[src/rtl/uart_brk_tx_pkg.sv]
package uart_brk_tx_pkg;
  typedef enum logic [1:0] {
    FK_DATA  = 2'd0,
    FK_BREAK = 2'd1,
    FK_IDLE  = 2'd2
  } frame_kind_e;
endpackage

[src/rtl/uart_brk_tx_shifter.sv]
module uart_brk_tx_shifter #(
  parameter int SH_W  = 13,
  parameter int CNT_W = 4
) (
  input  logic             clk,
  input  logic             rst_n,
  input  logic             tick,
  input  logic             load,
  input  logic [SH_W-1:0]  load_bits,
  input  logic [CNT_W-1:0] load_len,
  output logic             busy_o,
  output logic             frame_end_o,
  output logic             tx_o
);
  logic [SH_W-1:0]  sh_q, sh_d;
  logic [CNT_W-1:0] cnt_q, cnt_d;
  logic             busy_q, busy_d;
  logic             tx_q, tx_d;

  assign frame_end_o = tick & busy_q & (cnt_q == CNT_W'(1));
  assign busy_o      = busy_q;
  assign tx_o        = tx_q;

  always_comb begin
    sh_d   = sh_q;
    cnt_d  = cnt_q;
    busy_d = busy_q;
    tx_d   = tx_q;
    if (load) begin
      tx_d   = load_bits[0];
      sh_d   = {1'b1, load_bits[SH_W-1:1]};
      cnt_d  = load_len;
      busy_d = 1'b1;
    end else if (tick && busy_q) begin
      if (cnt_q == CNT_W'(1)) begin
        busy_d = 1'b0;
        tx_d   = 1'b1;
      end else begin
        tx_d  = sh_q[0];
        sh_d  = {1'b1, sh_q[SH_W-1:1]};
        cnt_d = cnt_q - CNT_W'(1);
      end
    end
  end

  always_ff @(posedge clk or negedge rst_n) begin
    if (!rst_n) begin
      sh_q   <= '1;
      cnt_q  <= '0;
      busy_q <= 1'b0;
      tx_q   <= 1'b1;
    end else begin
      sh_q   <= sh_d;
      cnt_q  <= cnt_d;
      busy_q <= busy_d;
      tx_q   <= tx_d;
    end
  end

  assert_tx_moves_on_tick_R2: assert property (@(posedge clk) disable iff (!rst_n)
    !tick |=> $stable(tx_o));
  assert_load_when_free_R3: assert property (@(posedge clk) disable iff (!rst_n)
    load |-> (!busy_q || frame_end_o));
  assert_busy_has_count_R2: assert property (@(posedge clk) disable iff (!rst_n)
    busy_q |-> (cnt_q != '0));
endmodule

[src/rtl/uart_brk_tx_queue.sv]
module uart_brk_tx_queue #(
  parameter int DATA_W   = 8,
  parameter int FLAG_BIT = 13
) (
  input  logic              clk,
  input  logic              rst_n,
  input  logic              wr_en,
  input  logic [FLAG_BIT:0] wr_word,
  input  logic              tx_en,
  input  logic              brk_req,
  input  logic              take_brk,
  input  logic              take_idle,
  input  logic              take_data,
  input  logic              frame_start,
  input  logic              frame_end,
  output logic              brk_pend_o,
  output logic              idle_pend_o,
  output logic              buf_full_o,
  output logic [DATA_W-1:0] buf_data_o,
  output logic              buf_brk_o,
  output logic              buf_empty_o,
  output logic              tx_done_o
);
  logic              brk_q, brk_d, idle_q, idle_d, full_q, full_d;
  logic              bbrk_q, bbrk_d, done_q, done_d;
  logic              en_q, req_q;
  logic [DATA_W-1:0] data_q, data_d;
  logic              wr_is_brk;

  assign wr_is_brk = wr_word[FLAG_BIT] & (wr_word[FLAG_BIT-1:0] == '0);

  always_comb begin
    brk_d  = (brk_q & ~take_brk) | (brk_req & ~req_q) | (take_brk & brk_req);
    idle_d = (idle_q & ~take_idle) | (tx_en & ~en_q);
    full_d = wr_en | (full_q & ~take_data);
    data_d = wr_en ? wr_word[DATA_W-1:0] : data_q;
    bbrk_d = wr_en ? wr_is_brk : bbrk_q;
    if (wr_en || frame_start) done_d = 1'b0;
    else if (frame_end)       done_d = 1'b1;
    else                      done_d = done_q;
  end

  always_ff @(posedge clk or negedge rst_n) begin
    if (!rst_n) begin
      brk_q  <= 1'b0;
      idle_q <= 1'b0;
      full_q <= 1'b0;
      bbrk_q <= 1'b0;
      done_q <= 1'b1;
      en_q   <= 1'b0;
      req_q  <= 1'b0;
      data_q <= '0;
    end else begin
      brk_q  <= brk_d;
      idle_q <= idle_d;
      full_q <= full_d;
      bbrk_q <= bbrk_d;
      done_q <= done_d;
      en_q   <= tx_en;
      req_q  <= brk_req;
      data_q <= data_d;
    end
  end

  assign brk_pend_o  = brk_q;
  assign idle_pend_o = idle_q;
  assign buf_full_o  = full_q;
  assign buf_data_o  = data_q;
  assign buf_brk_o   = bbrk_q;
  assign buf_empty_o = ~full_q;
  assign tx_done_o   = done_q;

  assert_take_only_full_R3: assert property (@(posedge clk) disable iff (!rst_n)
    take_data |-> full_q);
  assert_write_clears_flags_R4: assert property (@(posedge clk) disable iff (!rst_n)
    wr_en |=> (!buf_empty_o && !tx_done_o));
  assert_one_take_R12: assert property (@(posedge clk) disable iff (!rst_n)
    $onehot0({take_brk, take_idle, take_data}));
endmodule

[src/rtl/uart_brk_tx.sv]
module uart_brk_tx
  import uart_brk_tx_pkg::*;
#(
  parameter int DATA_W     = 8,
  parameter int FLAG_BIT   = 13,
  parameter int LONG_EXTRA = 3
) (
  input  logic              clk,
  input  logic              rst_n,
  input  logic              baud_tick,
  input  logic              wr_en,
  input  logic [FLAG_BIT:0] wr_word,
  input  logic              tx_en,
  input  logic              brk_req,
  input  logic              brk_long,
  output logic              tx,
  output logic              buf_empty,
  output logic              tx_done
);
  localparam int FRAME_LEN = DATA_W + 2;
  localparam int LONG_LEN  = FRAME_LEN + LONG_EXTRA;
  localparam int SH_W      = LONG_LEN;
  localparam int CNT_W     = $clog2(LONG_LEN + 1);
  localparam int PAD_W     = SH_W - FRAME_LEN;

  logic              busy, frame_end, start_ok, frame_start;
  logic              brk_pend, idle_pend, buf_full, buf_brk;
  logic              take_brk, take_idle, take_data;
  logic [DATA_W-1:0] buf_data;
  logic [SH_W-1:0]   frame_bits;
  logic [CNT_W-1:0]  frame_len;
  frame_kind_e       kind;

  assign start_ok    = baud_tick & tx_en & (~busy | frame_end);
  assign take_brk    = start_ok & brk_pend;
  assign take_idle   = start_ok & ~brk_pend & idle_pend;
  assign take_data   = start_ok & ~brk_pend & ~idle_pend & buf_full;
  assign frame_start = take_brk | take_idle | take_data;

  always_comb begin
    if (brk_pend)       kind = FK_BREAK;
    else if (idle_pend) kind = FK_IDLE;
    else if (buf_brk)   kind = FK_BREAK;
    else                kind = FK_DATA;
  end

  always_comb begin
    case (kind)
      FK_BREAK: begin
        frame_bits = '0;
        frame_len  = brk_long ? CNT_W'(LONG_LEN) : CNT_W'(FRAME_LEN);
      end
      FK_IDLE: begin
        frame_bits = '1;
        frame_len  = CNT_W'(FRAME_LEN);
      end
      default: begin
        frame_bits = {{PAD_W{1'b1}}, 1'b1, buf_data, 1'b0};
        frame_len  = CNT_W'(FRAME_LEN);
      end
    endcase
  end

  uart_brk_tx_queue #(
    .DATA_W  (DATA_W),
    .FLAG_BIT(FLAG_BIT)
  ) u_queue (
    .clk        (clk),
    .rst_n      (rst_n),
    .wr_en      (wr_en),
    .wr_word    (wr_word),
    .tx_en      (tx_en),
    .brk_req    (brk_req),
    .take_brk   (take_brk),
    .take_idle  (take_idle),
    .take_data  (take_data),
    .frame_start(frame_start),
    .frame_end  (frame_end),
    .brk_pend_o (brk_pend),
    .idle_pend_o(idle_pend),
    .buf_full_o (buf_full),
    .buf_data_o (buf_data),
    .buf_brk_o  (buf_brk),
    .buf_empty_o(buf_empty),
    .tx_done_o  (tx_done)
  );

  uart_brk_tx_shifter #(
    .SH_W (SH_W),
    .CNT_W(CNT_W)
  ) u_shifter (
    .clk        (clk),
    .rst_n      (rst_n),
    .tick       (baud_tick),
    .load       (frame_start),
    .load_bits  (frame_bits),
    .load_len   (frame_len),
    .busy_o     (busy),
    .frame_end_o(frame_end),
    .tx_o       (tx)
  );

  assert_disable_deferred_R6: assert property (@(posedge clk) disable iff (!rst_n)
    (!tx_en && busy && !frame_end) |=> busy);
  assert_start_clears_done_R11: assert property (@(posedge clk) disable iff (!rst_n)
    frame_start |=> !tx_done);
  assert_idle_line_high_R5: assert property (@(posedge clk) disable iff (!rst_n)
    (frame_end && !frame_start) |=> tx);
endmodule

[config.mk]
export PLATFORM = sky130hd
export DESIGN_NAME = uart_brk_tx
export DESIGN_NICKNAME = d
export VERILOG_FILES = /design/src/rtl/uart_brk_tx_pkg.sv /design/src/rtl/uart_brk_tx_shifter.sv /design/src/rtl/uart_brk_tx_queue.sv /design/src/rtl/uart_brk_tx.sv
export SDC_FILE = /design/constraint.sdc
export NUM_CORES = 1
export LEC_CHECK = 0
export BUFFER_PORTS_ARGS = -buffer_cell sky130_fd_sc_hd__buf_4
export CORE_MARGIN = 8
export CORE_UTILIZATION = 56
export DETAILED_ROUTE_END_ITERATION = 16
export PLACE_DENSITY = 0.83
export SYNTH_ARGS = -nofsm -noshare
export SYNTH_HDL_FRONTEND = slang
export SYNTH_HIERARCHICAL = 1
export SYNTH_SLANG_ARGS = --single-unit
[constraint.sdc]
create_clock -name clk -period 4 [get_ports clk]
set_clock_uncertainty 0.2 [all_clocks]
set_input_delay 0.2 -clock clk [delete_from_list [all_inputs] [get_ports clk]]
set_output_delay 0.2 -clock clk [all_outputs]
set_load 0.02 [all_outputs]
==> metrics.txt <==
Mapped Cells 174; multi-input logic area 812 sq um; flop2flop setup slack 0.77 ns; Initial DRC Count 224; RSZ-0062 raised after global routing false; worst hold path class in2reg; initial antenna violation count 0; fin crit share 80.7%; GRT overflow 0; Initial Utilization 58.2%; synth-to-layout area growth 21.6%; crit start category flip-flop; GRT Total Usage 15.8%; Synth top area share 27.0%; Via density 5.69; drt first pass iters 5; vias in the first global route 1433; crit path capture type flip-flop; R2R depth 9; area leader, netlist dfrtp_1; largest net degree at the start of global routing 34; Max Cap Viol 0; Slew HR 44.9%; Max IR drop VDD 0.263 mV; Detailed Place HPWL 2.63 mm; sequential element share of the synthesized area 47.8%; syn nets 199; Max Fclk 310 MHz; synth warn 6; htree depth 2; fin crit period 3.23 ns; critical path class reg2reg; Num Clock Sinks 33; Worst setup endpoint u_shifter/cnt_q[2]; FILL cells 195; CTS Buf Count 5; pre-CTS setup slack 0.859 ns; CTS tree done; share of cells above drive strength 1 26.8%; Core Box Area 3030 sq um; # setup viols final 0; R2R Path End u_shifter/cnt_q[2]; Avg Synthesized Cell Area 10.1 sq um; Synth Register Bits 33; Skew-Pair Late Insertion Delay 0.33 ns; num ports 24; Data arrival, critical path 3.25 ns; via count of the routed design 1440; top cells by area, synth dfrtp_1, dfstp_2, mux2_4; CP Launch Point u_shifter/cnt_q[1]; root buffer cell clkbuf_4; clock-pin transition on the worst setup and hold timing paths 0.10 ns; DR WL/cell 15.5 microns; clock tree buffer depth 2; Antenna diodes 0; Post-Syn Area 1760 sq um; post-layout util 70.8%; drt drc 0; Yosys cell types 41; overall die height 72.1 microns; first-pass GRT wire length 6.55 mm; Horiz. Die Dim 72.1 microns; post-route antenna net violation count 0; Worst Tran Pin Value 0.822 ns; maximum fanout along the worst path 21; Lkg Pwr 0.00101 uW; Pins Over Slew Limit 0; Pwr Density 582 nW/um^2; reg2reg start u_shifter/cnt_q[1]; die area 5200 sq um; Post-Route WL 3.93 mm; Final Hold Vio Count 0; GPL Wtd Cong 0.814; Port Buf Inserts 23; Rows 20; Req. time, crit path 4.02 ns; Total Nets Final 233; setup ws final 0.771 ns; register area 843 sq um; Final TNS setup 0 ns; status finished, final reports clean; post-CTS resize count 0
[power by group]
part | total (uW) | internal [uW] | switching (uW)
logic | 490 | 227 | 264
clock network | 193 | 86.7 | 106
registers | 565 | 489 | 76.0
total | 1250 | 802 | 446
[per-layer routing]
| metal | wire length [microns] | GRT usage, % |
|---|---|---|
| met1 | 1740 | 19.5 |
| met5 | 0 | 0 |
| met4 | 52 | 6.12 |
| met2 | 1850 | 24.9 |
| met3 | 275 | 5.10 |
[sequential cells by signal, summed over array words and instances (netlist names)]
signal / count
u_queue/brk_pend_o: 1
u_queue/buf_brk_o: 1
u_queue/buf_data_o: 8
u_queue/buf_full_o: 1
u_queue/en_q: 1
u_queue/idle_pend_o: 1
u_queue/req_q: 1
u_queue/tx_done_o: 1
u_shifter/busy_o: 1
u_shifter/cnt_q: 4
u_shifter/sh_q: 12
u_shifter/tx_o: 1
[logic make-up (layout without fill, tap and decap cells)]
logic type	count (synthesis)	in the layout	share of synthesized area [%]
flops	33	33	47.8
buf+inv	24	59	6.39
simple gates	51	51	15.2
fa+ha+maj	4	4	2.84
mux	8	8	6.81
other cells	1	1	0.213
compound gates	53	53	20.7
[layout make-up]
cell class / instances / share of cell area [%]
sequential: 33 / 39.3
multi-input combinational: 117 / 37.9
tap: 44 / 2.57
inverter: 12 / 2.10
clock buffer: 8 / 2.74
timing repair buffer: 39 / 15.4
[worst min path at each step]
stage,from,end,slack (ns),depth (start not counted)
3_3_place_gp,rst_n,u_shifter/cnt_q[2],-0.05,1
6_report,wr_word[12],u_queue/buf_brk_o,0.04,3
3_5_place_dp,rst_n,u_shifter/cnt_q[2],-0.04,1
5_1_grt,wr_word[12],u_queue/buf_brk_o,0.03,3
4_1_cts,wr_word[12],u_queue/buf_brk_o,0.04,3
2_1_floorplan,rst_n,u_queue/brk_pend_o,-0.30,0
[cell usage in the layout (no fill, tap or decap), types with 2 or more instances in the layout]
cell type	count
dfstp_2	14
a21o_1	3
inv_1	11
clkbuf_1	2
nand3_1	2
nand2_1	22
dfrtp_1	19
a21oi_1	2
nor2_1	5
nor4_1	2
dlygate4sd3_1	15
nor3_2	2
ha_1	4
a2bb2oi_1	13
nor3_1	5
and2_1	2
buf_4	24
o21ai_0	13
mux2_4	8
a31oi_1	13
nand2b_1	3
or3b_1	2
clkbuf_4	5
[what timing repair did]
item / in CTS / in global routing
endpoints found under the hold margin: 49 / 0
hold buffers: 15 / 0
buffers inserted: 0 / 0
[per-stage QoR]
stage / hold WS [ns] / area (sq um) / instances / total power [uW]
2_1_floorplan: -0.296 / 1760 / 174 / 927
3_3_place_gp: -0.0482 / 1940 / 230 / 1010
3_5_place_dp: -0.0411 / 1940 / 230 / 1040
4_1_cts: 0.0355 / 2140 / 253 / 1240
5_1_grt: 0.0301 / 2140 / 253 / 1340
6_report: 0.0424 / 2140 / 253 / 1250
[cells in the mapped netlist (all sizes together)]
cell / count
conb: 1
a41o: 1
o21ai: 14
a2111oi: 1
clkbuf: 4
nand3: 2
nor2b: 1
mux2: 8
o31a: 1
a22o: 1
and2: 2
and3b: 1
nor3b: 2
or3b: 2
a21o: 3
and2b: 1
o22ai: 1
dfstp: 14
nand2: 22
o31ai: 1
a311o: 1
ha: 4
a21oi: 2
nand2b: 3
a2bb2oi: 13
dfrtp: 19
buf: 8
nor4: 3
o21bai: 1
a31oi: 13
clkinv: 1
nor3: 7
inv: 11
nor2: 5
[worst max-delay path: stages (launching register included)]
cell and delay [ns]:
dfrtp_1 0.41, inv_1 0.09, ha_1 0.21, or3b_1 0.58
nor2_1 0.21, nor2b_1 0.13, nor3_2 0.16, buf_4 0.25
clkinv_1 0.45, a311o_1 0.42
Power figures use the tool's default switching activity.
